File: src/rtl/dma_arb_pkg.sv
package dma_arb_pkg;

  typedef enum logic [1:0] {
    ARB_IDLE  = 2'd0,
    ARB_OWNED = 2'd1,
    ARB_GAP   = 2'd2
  } arb_state_e;

endpackage

File: src/rtl/dma_arb_picker.sv
// Rotating-start priority picker: first requester at or after base_i.
module dma_arb_picker #(
  parameter int NUM_CH = 6,
  localparam int IDX_W = (NUM_CH > 1) ? $clog2(NUM_CH) : 1
) (
  input  logic [NUM_CH-1:0] req_i,
  input  logic [IDX_W-1:0]  base_i,
  output logic              vld_o,
  output logic [IDX_W-1:0]  idx_o,
  output logic [NUM_CH-1:0] onehot_o
);

  int c;

  always_comb begin
    vld_o = 1'b0;
    idx_o = '0;
    c     = 0;
    for (int i = 0; i < NUM_CH; i++) begin
      c = int'(base_i) + i;
      if (c >= NUM_CH) c = c - NUM_CH;
      if (!vld_o && req_i[c]) begin
        vld_o = 1'b1;
        idx_o = IDX_W'(c);
      end
    end
  end

  generate
    for (genvar g = 0; g < NUM_CH; g++) begin : g_oh
      assign onehot_o[g] = vld_o && (idx_o == IDX_W'(g));
    end
  endgenerate

endmodule

File: src/rtl/dma_arb_gap_timer.sv
// Down-counter for the enforced idle gap after an intermittent release.
module dma_arb_gap_timer #(
  parameter int GAP_SHORT = 16,
  parameter int GAP_LONG  = 64,
  localparam int CNT_W = $clog2(GAP_LONG + 1)
) (
  input  logic clk,
  input  logic rst,
  input  logic load_i,
  input  logic long_i,
  output logic zero_o
);

  logic [CNT_W-1:0] cnt_q;

  always_ff @(posedge clk) begin
    if (rst) begin
      cnt_q <= '0;
    end else if (load_i) begin
      cnt_q <= long_i ? CNT_W'(GAP_LONG - 1) : CNT_W'(GAP_SHORT - 1);
    end else if (cnt_q != '0) begin
      cnt_q <= cnt_q - 1'b1;
    end
  end

  assign zero_o = (cnt_q == '0);

  AST_GAP_RANGE: assert property (@(posedge clk) disable iff (rst)
    cnt_q <= CNT_W'(GAP_LONG - 1)) else $error("gap counter out of range");

  AST_GAP_COUNTS_DOWN: assert property (@(posedge clk) disable iff (rst)
    (!load_i && cnt_q != '0) |=> (cnt_q == $past(cnt_q) - 1'b1)) else $error("gap counter skipped");

endmodule

File: src/rtl/dma_bus_arbiter.sv
module dma_bus_arbiter #(
  parameter int NUM_CH    = 6,
  parameter int GAP_SHORT = 16,
  parameter int GAP_LONG  = 64,
  localparam int IDX_W = (NUM_CH > 1) ? $clog2(NUM_CH) : 1
) (
  input  logic              clk,
  input  logic              rst,
  input  logic [NUM_CH-1:0] req_i,
  input  logic [NUM_CH-1:0] burst_i,
  input  logic [NUM_CH-1:0] intermit_i,
  input  logic              rr_mode_i,
  input  logic              gap_long_i,
  input  logic              done_i,
  input  logic              last_i,
  output logic [NUM_CH-1:0] gnt_o,
  output logic              busy_o
);
  import dma_arb_pkg::*;

  arb_state_e        state_q;
  logic [NUM_CH-1:0] gnt_q;
  logic              busy_q;
  logic [IDX_W-1:0]  cur_q;
  logic [IDX_W-1:0]  ptr_q;

  logic [IDX_W-1:0]  base;
  logic              pick_vld;
  logic [IDX_W-1:0]  pick_idx;
  logic [NUM_CH-1:0] pick_oh;
  logic              gap_zero;
  logic              cur_burst;
  logic              cur_int;
  logic              release_now;
  logic              can_arb;
  logic [IDX_W-1:0]  next_ptr;

  assign base = rr_mode_i ? ptr_q : '0;

  dma_arb_picker #(.NUM_CH(NUM_CH)) u_pick (
    .req_i    (req_i),
    .base_i   (base),
    .vld_o    (pick_vld),
    .idx_o    (pick_idx),
    .onehot_o (pick_oh)
  );

  assign cur_burst   = burst_i[cur_q];
  assign cur_int     = intermit_i[cur_q];
  assign release_now = (state_q == ARB_OWNED) && done_i && !(cur_burst && !last_i);
  assign can_arb     = (state_q == ARB_IDLE) || ((state_q == ARB_GAP) && gap_zero);
  assign next_ptr    = (cur_q == IDX_W'(NUM_CH - 1)) ? '0 : cur_q + 1'b1;

  dma_arb_gap_timer #(.GAP_SHORT(GAP_SHORT), .GAP_LONG(GAP_LONG)) u_gap (
    .clk    (clk),
    .rst    (rst),
    .load_i (release_now && !cur_burst && cur_int),
    .long_i (gap_long_i),
    .zero_o (gap_zero)
  );

  always_ff @(posedge clk) begin
    if (rst) begin
      state_q <= ARB_IDLE;
      gnt_q   <= '0;
      busy_q  <= 1'b0;
      cur_q   <= '0;
      ptr_q   <= '0;
    end else begin
      case (state_q)
        ARB_OWNED: begin
          if (release_now) begin
            gnt_q   <= '0;
            busy_q  <= 1'b0;
            ptr_q   <= next_ptr;
            state_q <= (!cur_burst && cur_int) ? ARB_GAP : ARB_IDLE;
          end
        end
        default: begin
          if (can_arb && pick_vld) begin
            gnt_q   <= pick_oh;
            busy_q  <= 1'b1;
            cur_q   <= pick_idx;
            state_q <= ARB_OWNED;
          end else if (can_arb) begin
            state_q <= ARB_IDLE;
          end
        end
      endcase
    end
  end

  assign gnt_o  = gnt_q;
  assign busy_o = busy_q;

  AST_GNT_ONEHOT: assert property (@(posedge clk) disable iff (rst)
    $onehot0(gnt_o)) else $error("grant not one-hot");

  AST_GNT_HOLD: assert property (@(posedge clk) disable iff (rst)
    (gnt_o != '0 && !done_i) |=> $stable(gnt_o)) else $error("grant moved mid-unit");

  AST_BURST_KEEP: assert property (@(posedge clk) disable iff (rst)
    (done_i && !last_i && |(gnt_o & burst_i)) |=> $stable(gnt_o)) else $error("burst lost bus");

  AST_RELEASE: assert property (@(posedge clk) disable iff (rst)
    (done_i && gnt_o != '0 && !(|(gnt_o & burst_i) && !last_i)) |=> (gnt_o == '0))
    else $error("bus not released");

  AST_BUSY_MATCH: assert property (@(posedge clk) disable iff (rst)
    busy_o == (gnt_o != '0)) else $error("busy mismatch");

  AST_IDLE_DONE: assert property (@(posedge clk) disable iff (rst)
    (gnt_o == '0 && done_i && req_i == '0) |=> (gnt_o == '0)) else $error("idle done granted");

endmodule

File: config.mk
export PLATFORM = sky130hd
export DESIGN_NAME = dma_bus_arbiter
export DESIGN_NICKNAME = d
export VERILOG_FILES = /design/src/rtl/dma_arb_pkg.sv /design/src/rtl/dma_arb_picker.sv /design/src/rtl/dma_arb_gap_timer.sv /design/src/rtl/dma_bus_arbiter.sv
export SDC_FILE = /design/constraint.sdc
export NUM_CORES = 1
export LEC_CHECK = 0
export BUFFER_PORTS_ARGS = -buffer_cell sky130_fd_sc_hd__buf_2
export CAP_MARGIN = 20
export CORE_MARGIN = 5
export CORE_UTILIZATION = 50
export DETAILED_ROUTE_END_ITERATION = 10
export HOLD_SLACK_MARGIN = 0.15
export PLACE_DENSITY = 0.79
export SETUP_SLACK_MARGIN = 0.1
export SLEW_MARGIN = 10
export SYNTH_ARGS = -nofsm -noshare
export SYNTH_HDL_FRONTEND = slang
export SYNTH_SLANG_ARGS = --single-unit
File: constraint.sdc
create_clock -name clk -period 6.3 [get_ports clk]
set_clock_uncertainty 0.05 [all_clocks]
set_input_delay 0.945 -clock clk [delete_from_list [all_inputs] [get_ports clk]]
set_output_delay 0.945 -clock clk [all_outputs]
set_load 0.01 [all_outputs]
### Word level (Yosys, flattened, before mapping)

Cells that the tools add are included.

| storage, ports and cells | value |
|---|---|
| flip-flop bits (word level) | 22 |
| input bits | 24 |
| output and inout port bits | 7 |
| logic and storage cells | 137 |

| operators by class | value |
|---|---|
| $add $sub $neg | 13 |
| order comparisons | 13 |
| equal/unequal tests | 9 |
| mux-type cells | 56 |
| bitwise logic cells | 1 |
| reduce and logical (&&, ||, !) cells | 39 |

Operators with widths:

| cell | count |
|---|---|
| $lt A32 B5 Y1 const B | 6 |
| $mux W32 | 6 |
| $ge A32 B4 Y1 const B | 5 |
| $sub A32 B4 Y32 const B | 5 |
| $bmux W1 S3 | 8 |
| $mux W3 | 8 |
| $mux W6 | 4 |
| $mux W1 | 23 |
| $logic_and A1 B1 Y1 | 19 |
| $mux W7 | 2 |
| $mux W2 | 5 |
| $eq A3 B3 Y1 const B | 3 |
| $add A3 B2 Y4 const B | 2 |
| $add A3 B3 Y4 const B | 2 |
| $logic_not A1 Y1 | 8 |
| $reduce_and A2 Y1 | 4 |
| $logic_not A7 Y1 | 1 |
| $reduce_bool A7 Y1 | 1 |
| $sub A7 B1 Y7 const B | 1 |
| $eq A3 B2 Y1 const B | 2 |
| $add A3 B1 Y4 const B | 1 |
| $lt A3 B4 Y1 const B | 1 |
| $reduce_bool A2 Y1 | 2 |
| $sub A3 B3 Y4 const B | 1 |
| 11 further kinds | 11 |

### Logic depth before layout (Yosys ltp)

| depth | value |
|---|---|
| depth after elaboration | 26 |
| gate-level depth with buffers | 15 |

### Hierarchy

A second synthesis with hierarchy kept.

| unflattened totals | value |
|---|---|
| cell total of the unflattened synthesis | 267 |
| area, all modules | 2357.3 µm² |

Modules (own cells, without submodules):

| module | instances | cells each | area an instance (µm²) |
|---|---|---|---|
| dma_arb_picker | 1 | 144 | 1116.1 |
| dma_bus_arbiter | 1 | 81 | 870.8 |
| dma_arb_gap_timer | 1 | 42 | 370.4 |

### Least setup slack after synthesis

Ideal clock, no wire load.

| timing path | value |
|---|---|
| path kind | input port to flip-flop |
| from | input rr_mode_i |
| to | register gnt_q[1], in the netlist gnt_o[1] |
| library setup time | 0.132 ns |
| arrival time | 3.796 ns |
| required time | 6.118 ns |
| slack | 2.322 ns |
| stages on the path | 15 |
| buffers on the path | 2 |
| cells stage by stage | buf_2 nand2_2 inv_1 ha_1 inv_1 xnor2_1 ha_1 a21oi_1 or3b_1 a32oi_2 o2111ai_1 o31ai_2 or2_2 buf_4 o31ai_1 |

| between the ends | value |
|---|---|
| cells in the longest elaborated chain, start to end | 26 |
| elaborated cells between the ends (all ways) | 71 |

Ends and longest elaborated chain:

| element | line | text |
|---|---|---|
| from (decl) | dma_bus_arbiter.sv:12 | `input logic rr_mode_i,` |
| $mux W3 * | dma_bus_arbiter.sv:38 | `assign base = rr_mode_i ? ptr_q : '0;` |
| branches (longest 25 deep; another with $sub A32 B4 Y32) | n/a |  |
| to (signal assigned) | dma_bus_arbiter.sv:81 | `gnt_q <= pick_oh;` |
| to (decl) | dma_bus_arbiter.sv:22 | `logic [NUM_CH-1:0] gnt_q;` |

Every way passes the cells marked *. The select of a mux whose other input is x is not followed.
A chain may end at the register's enable or synchronous reset.

### Final worst setup path

| timing path | value |
|---|---|
| from | input rr_mode_i |
| to | register gnt_q[5], in the netlist gnt_o[5] |

| between the ends | value |
|---|---|
| cells in the longest elaborated chain, start to end | 26 |
| elaborated cells between the ends (all ways) | 71 |

Ends and longest elaborated chain:

| element | line |
|---|---|
| $mux W3 * | dma_bus_arbiter.sv:38 |
| branches (longest 25 deep; another with $sub A32 B4 Y32) | n/a |

Marks and branches as above.

==> flow_metrics.env <==
export IMPL_outcome="finished clean"
export IMPL_fin_crit_ns=4.762
export IMPL_synth_flop_cell="dfxtp_1"
export IMPL_initialDrtViolationCount=140
export IMPL_grt_pass1_vias=1929
export IMPL_cts_resized=0
export IMPL_peakVddDrop_v=0.0001494
export IMPL_tns_ns=0
export IMPL_slowest_stage="o31ai_2"
export IMPL_clockBufferDepth=2
export IMPL_fin_nets=331
export IMPL_yosys_register_bits=22
export IMPL_drt_first_pass_iters=4
export IMPL_drc=0
export IMPL_cp_common_cell="ha_1"
export IMPL_crit_type="in2reg"
export IMPL_postRouteAntennaNets=0
export IMPL_fp_dieW_um=75.21
export IMPL_crit_arrival_ns=4.85
export IMPL_cts_setup_buffers=0
export IMPL_antennaDiodeCount=0
export IMPL_port_buffer_count=30
export IMPL_dp_hpwl_um=4231
export IMPL_yosys_top_cells_area="dfxtp_1, ha_1, a21oi_1"
export IMPL_cts_sinks=22
export IMPL_vias=2174
export IMPL_synth_edf_count=0
export IMPL_gp_congestion=0.9921
export IMPL_cts_tree="yes"
export IMPL_synth_cells=276
export IMPL_rows=23
export IMPL_worstPathCellList="buf_2 > and2_1 > ha_1 > inv_1 > ha_1 > a21oi_1 > or3b_1 > a32oi_2 > o2111ai_1 > o31ai_2 > or2_2 > o31ai_1"
export IMPL_min_path_type="reg2reg"
export IMPL_yosys_area_top_type="dfxtp_1"
export IMPL_clock_latency_ns=0.27
export IMPL_final_common_cell="buf_2"
export IMPL_avgSynthCellArea_sq_um=7.702
export IMPL_crit_path_start_kind="input pin"
export IMPL_worst_path_max_fanout=23
export IMPL_viasPerCell=6.320
export IMPL_drv_slew=0
export IMPL_holdBufCountCts=0
export IMPL_netlist_area_leader_share=0.2072
export IMPL_clk_pin_slew_ns=0.08
export IMPL_cts_root_buf="clkbuf_8"
export IMPL_final_cell_mix="buf_2, nand2_1, dfxtp_1"
export IMPL_period_share=0.7558
export IMPL_grt_max_degree=24
export IMPL_finalHoldViolCount=0
export IMPL_endpoint_kind="flip-flop"
export IMPL_syn_cell_area_sq_um=2126
export IMPL_timing_hold_ws_ns=0.4253
export IMPL_crit_required_ns=6.39
export IMPL_max_freq_mhz=210.0
export IMPL_antenna_found_initial=0
export IMPL_cts_max_level=1
export IMPL_drt_wl_total_um=5522
export IMPL_drv_cap=0
export IMPL_ys_types=66
export IMPL_pin_count=31
export IMPL_grt_use_total=0.2054
export IMPL_cts_made_buffers=3
export IMPL_area_growth_pct=9.653
export IMPL_grt_overflow_total=0
export IMPL_die_h_um=75.21
export IMPL_rsz0062_at_grt="false"
export IMPL_worstMarginPinSlew_ns=0.8248
export IMPL_wl_per_cell_um=16.05
export IMPL_drive_gt1_frac=0.1871
export IMPL_grt_pass1_wl_um=8997
export IMPL_critPathMaxStageDelay_ns=0.72
export IMPL_p_per_area_nw_per_um2=266.0
export IMPL_core_area_sq_um=4058
export IMPL_syn_num_nets=312
export IMPL_yosys_warnings=0
export IMPL_p_leak_uw=0.0009342
export IMPL_start_util=0.5239
export IMPL_dieArea_sq_um=5656
export IMPL_fillers=390
export IMPL_ys_seq_area_frac=0.2072
export IMPL_slew_headroom=0.4469
export IMPL_setup_viol=0
export IMPL_async_flop_share=0
[power by group]
group	leakage, uW	switching, uW	internal (uW)
clock network	0.0000357	48.4	85.0
registers	0.000181	29.1	166
logic	0.000718	164	128
total	0.000934	241	379
[worst paths after layout]
path | cells after the start | start | slack [ns] | to
worst max register to register | 13 | ptr_q[0]$_SDFFE_PP0P_ | 1.79 | gnt_o[5]$_SDFFE_PP0P_
worst max-delay path | 12 | rr_mode_i | 1.54 | gnt_o[5]$_SDFFE_PP0P_
worst min register to register | 2 | gnt_o[1]$_SDFFE_PP0P_ | 0.43 | gnt_o[1]$_SDFFE_PP0P_
worst min-delay path | 2 | gnt_o[1]$_SDFFE_PP0P_ | 0.43 | gnt_o[1]$_SDFFE_PP0P_
[critical path: cells and delay by family]
family / cells / cell delay, ns
simple gates: 3 / 1.02
fa+ha+maj: 2 / 0.96
buf+inv: 2 / 0.44
compound gates: 5 / 1.49
[logic make-up (layout without fill, tap and decap cells)]
group | after synthesis | count (layout) | share of synthesized area
and+or+nand+nor | 105 | 105 | 0.2684
muxes | 6 | 6 | 0.03473
buffers and inverters | 27 | 45 | 0.05651
AOI/OAI and AO/OA | 98 | 98 | 0.3379
adders and majority gates | 12 | 12 | 0.07063
DFF | 22 | 22 | 0.2072
xor gates and xnor gates | 6 | 6 | 0.02472
[flip-flops by register name, summed over array words and instances, names as in the netlist]
signal	count
busy_o	1
u_gap.cnt_q	7
state_q	2
gnt_o	6
ptr_q	3
cur_q	3
[stage by stage]
step / worst slack, ns / util / cells / cell area [sq um] / total power (uW)
2_1_floorplan: 2.322 / - / 276 / 2126 / 424.9
6_report: 1.538 / 0.5745 / 344 / 2331 / 620.0
4_1_cts: 1.573 / 0.5745 / 344 / 2331 / 618.7
5_1_grt: 1.091 / 0.5745 / 344 / 2331 / 667.7
3_3_place_gp: 1.340 / 0.5569 / 340 / 2260 / 475.1
3_5_place_dp: 1.282 / 0.5569 / 340 / 2260 / 485.5
[cells in the mapped netlist (all sizes together) (7+ instances only)]
| master | count |
|---|---|
| buf | 9 |
| a211oi | 10 |
| nor3 | 7 |
| nand3 | 13 |
| inv | 11 |
| o21ai | 11 |
| nand2 | 24 |
| clkbuf | 7 |
| a21oi | 21 |
| dfxtp | 22 |
| o31ai | 8 |
| ha | 12 |
| nor2 | 15 |
| nand2b | 7 |
[per-layer routing]
layer,GRT usage,wire length (um),vias up
li1,-,-,1088
met1,0.2867,2611,1016
met2,0.3298,2547,59
met3,0.03338,283,11
met4,0.05243,78,0
met5,0,0,-
[layout make-up]
type,count,area (sq um),area share
flip-flops and latches,22,440.4,0.1889
clock buffers,3,41.29,0.01771
multi-input cells,227,1565,0.6715
repair buffers,30,150.1,0.06441
clock inverters,1,30.03,0.01288
inverters,11,41.29,0.01771
well taps,50,62.56,0.02684
(Power assumes the default switching activity.)
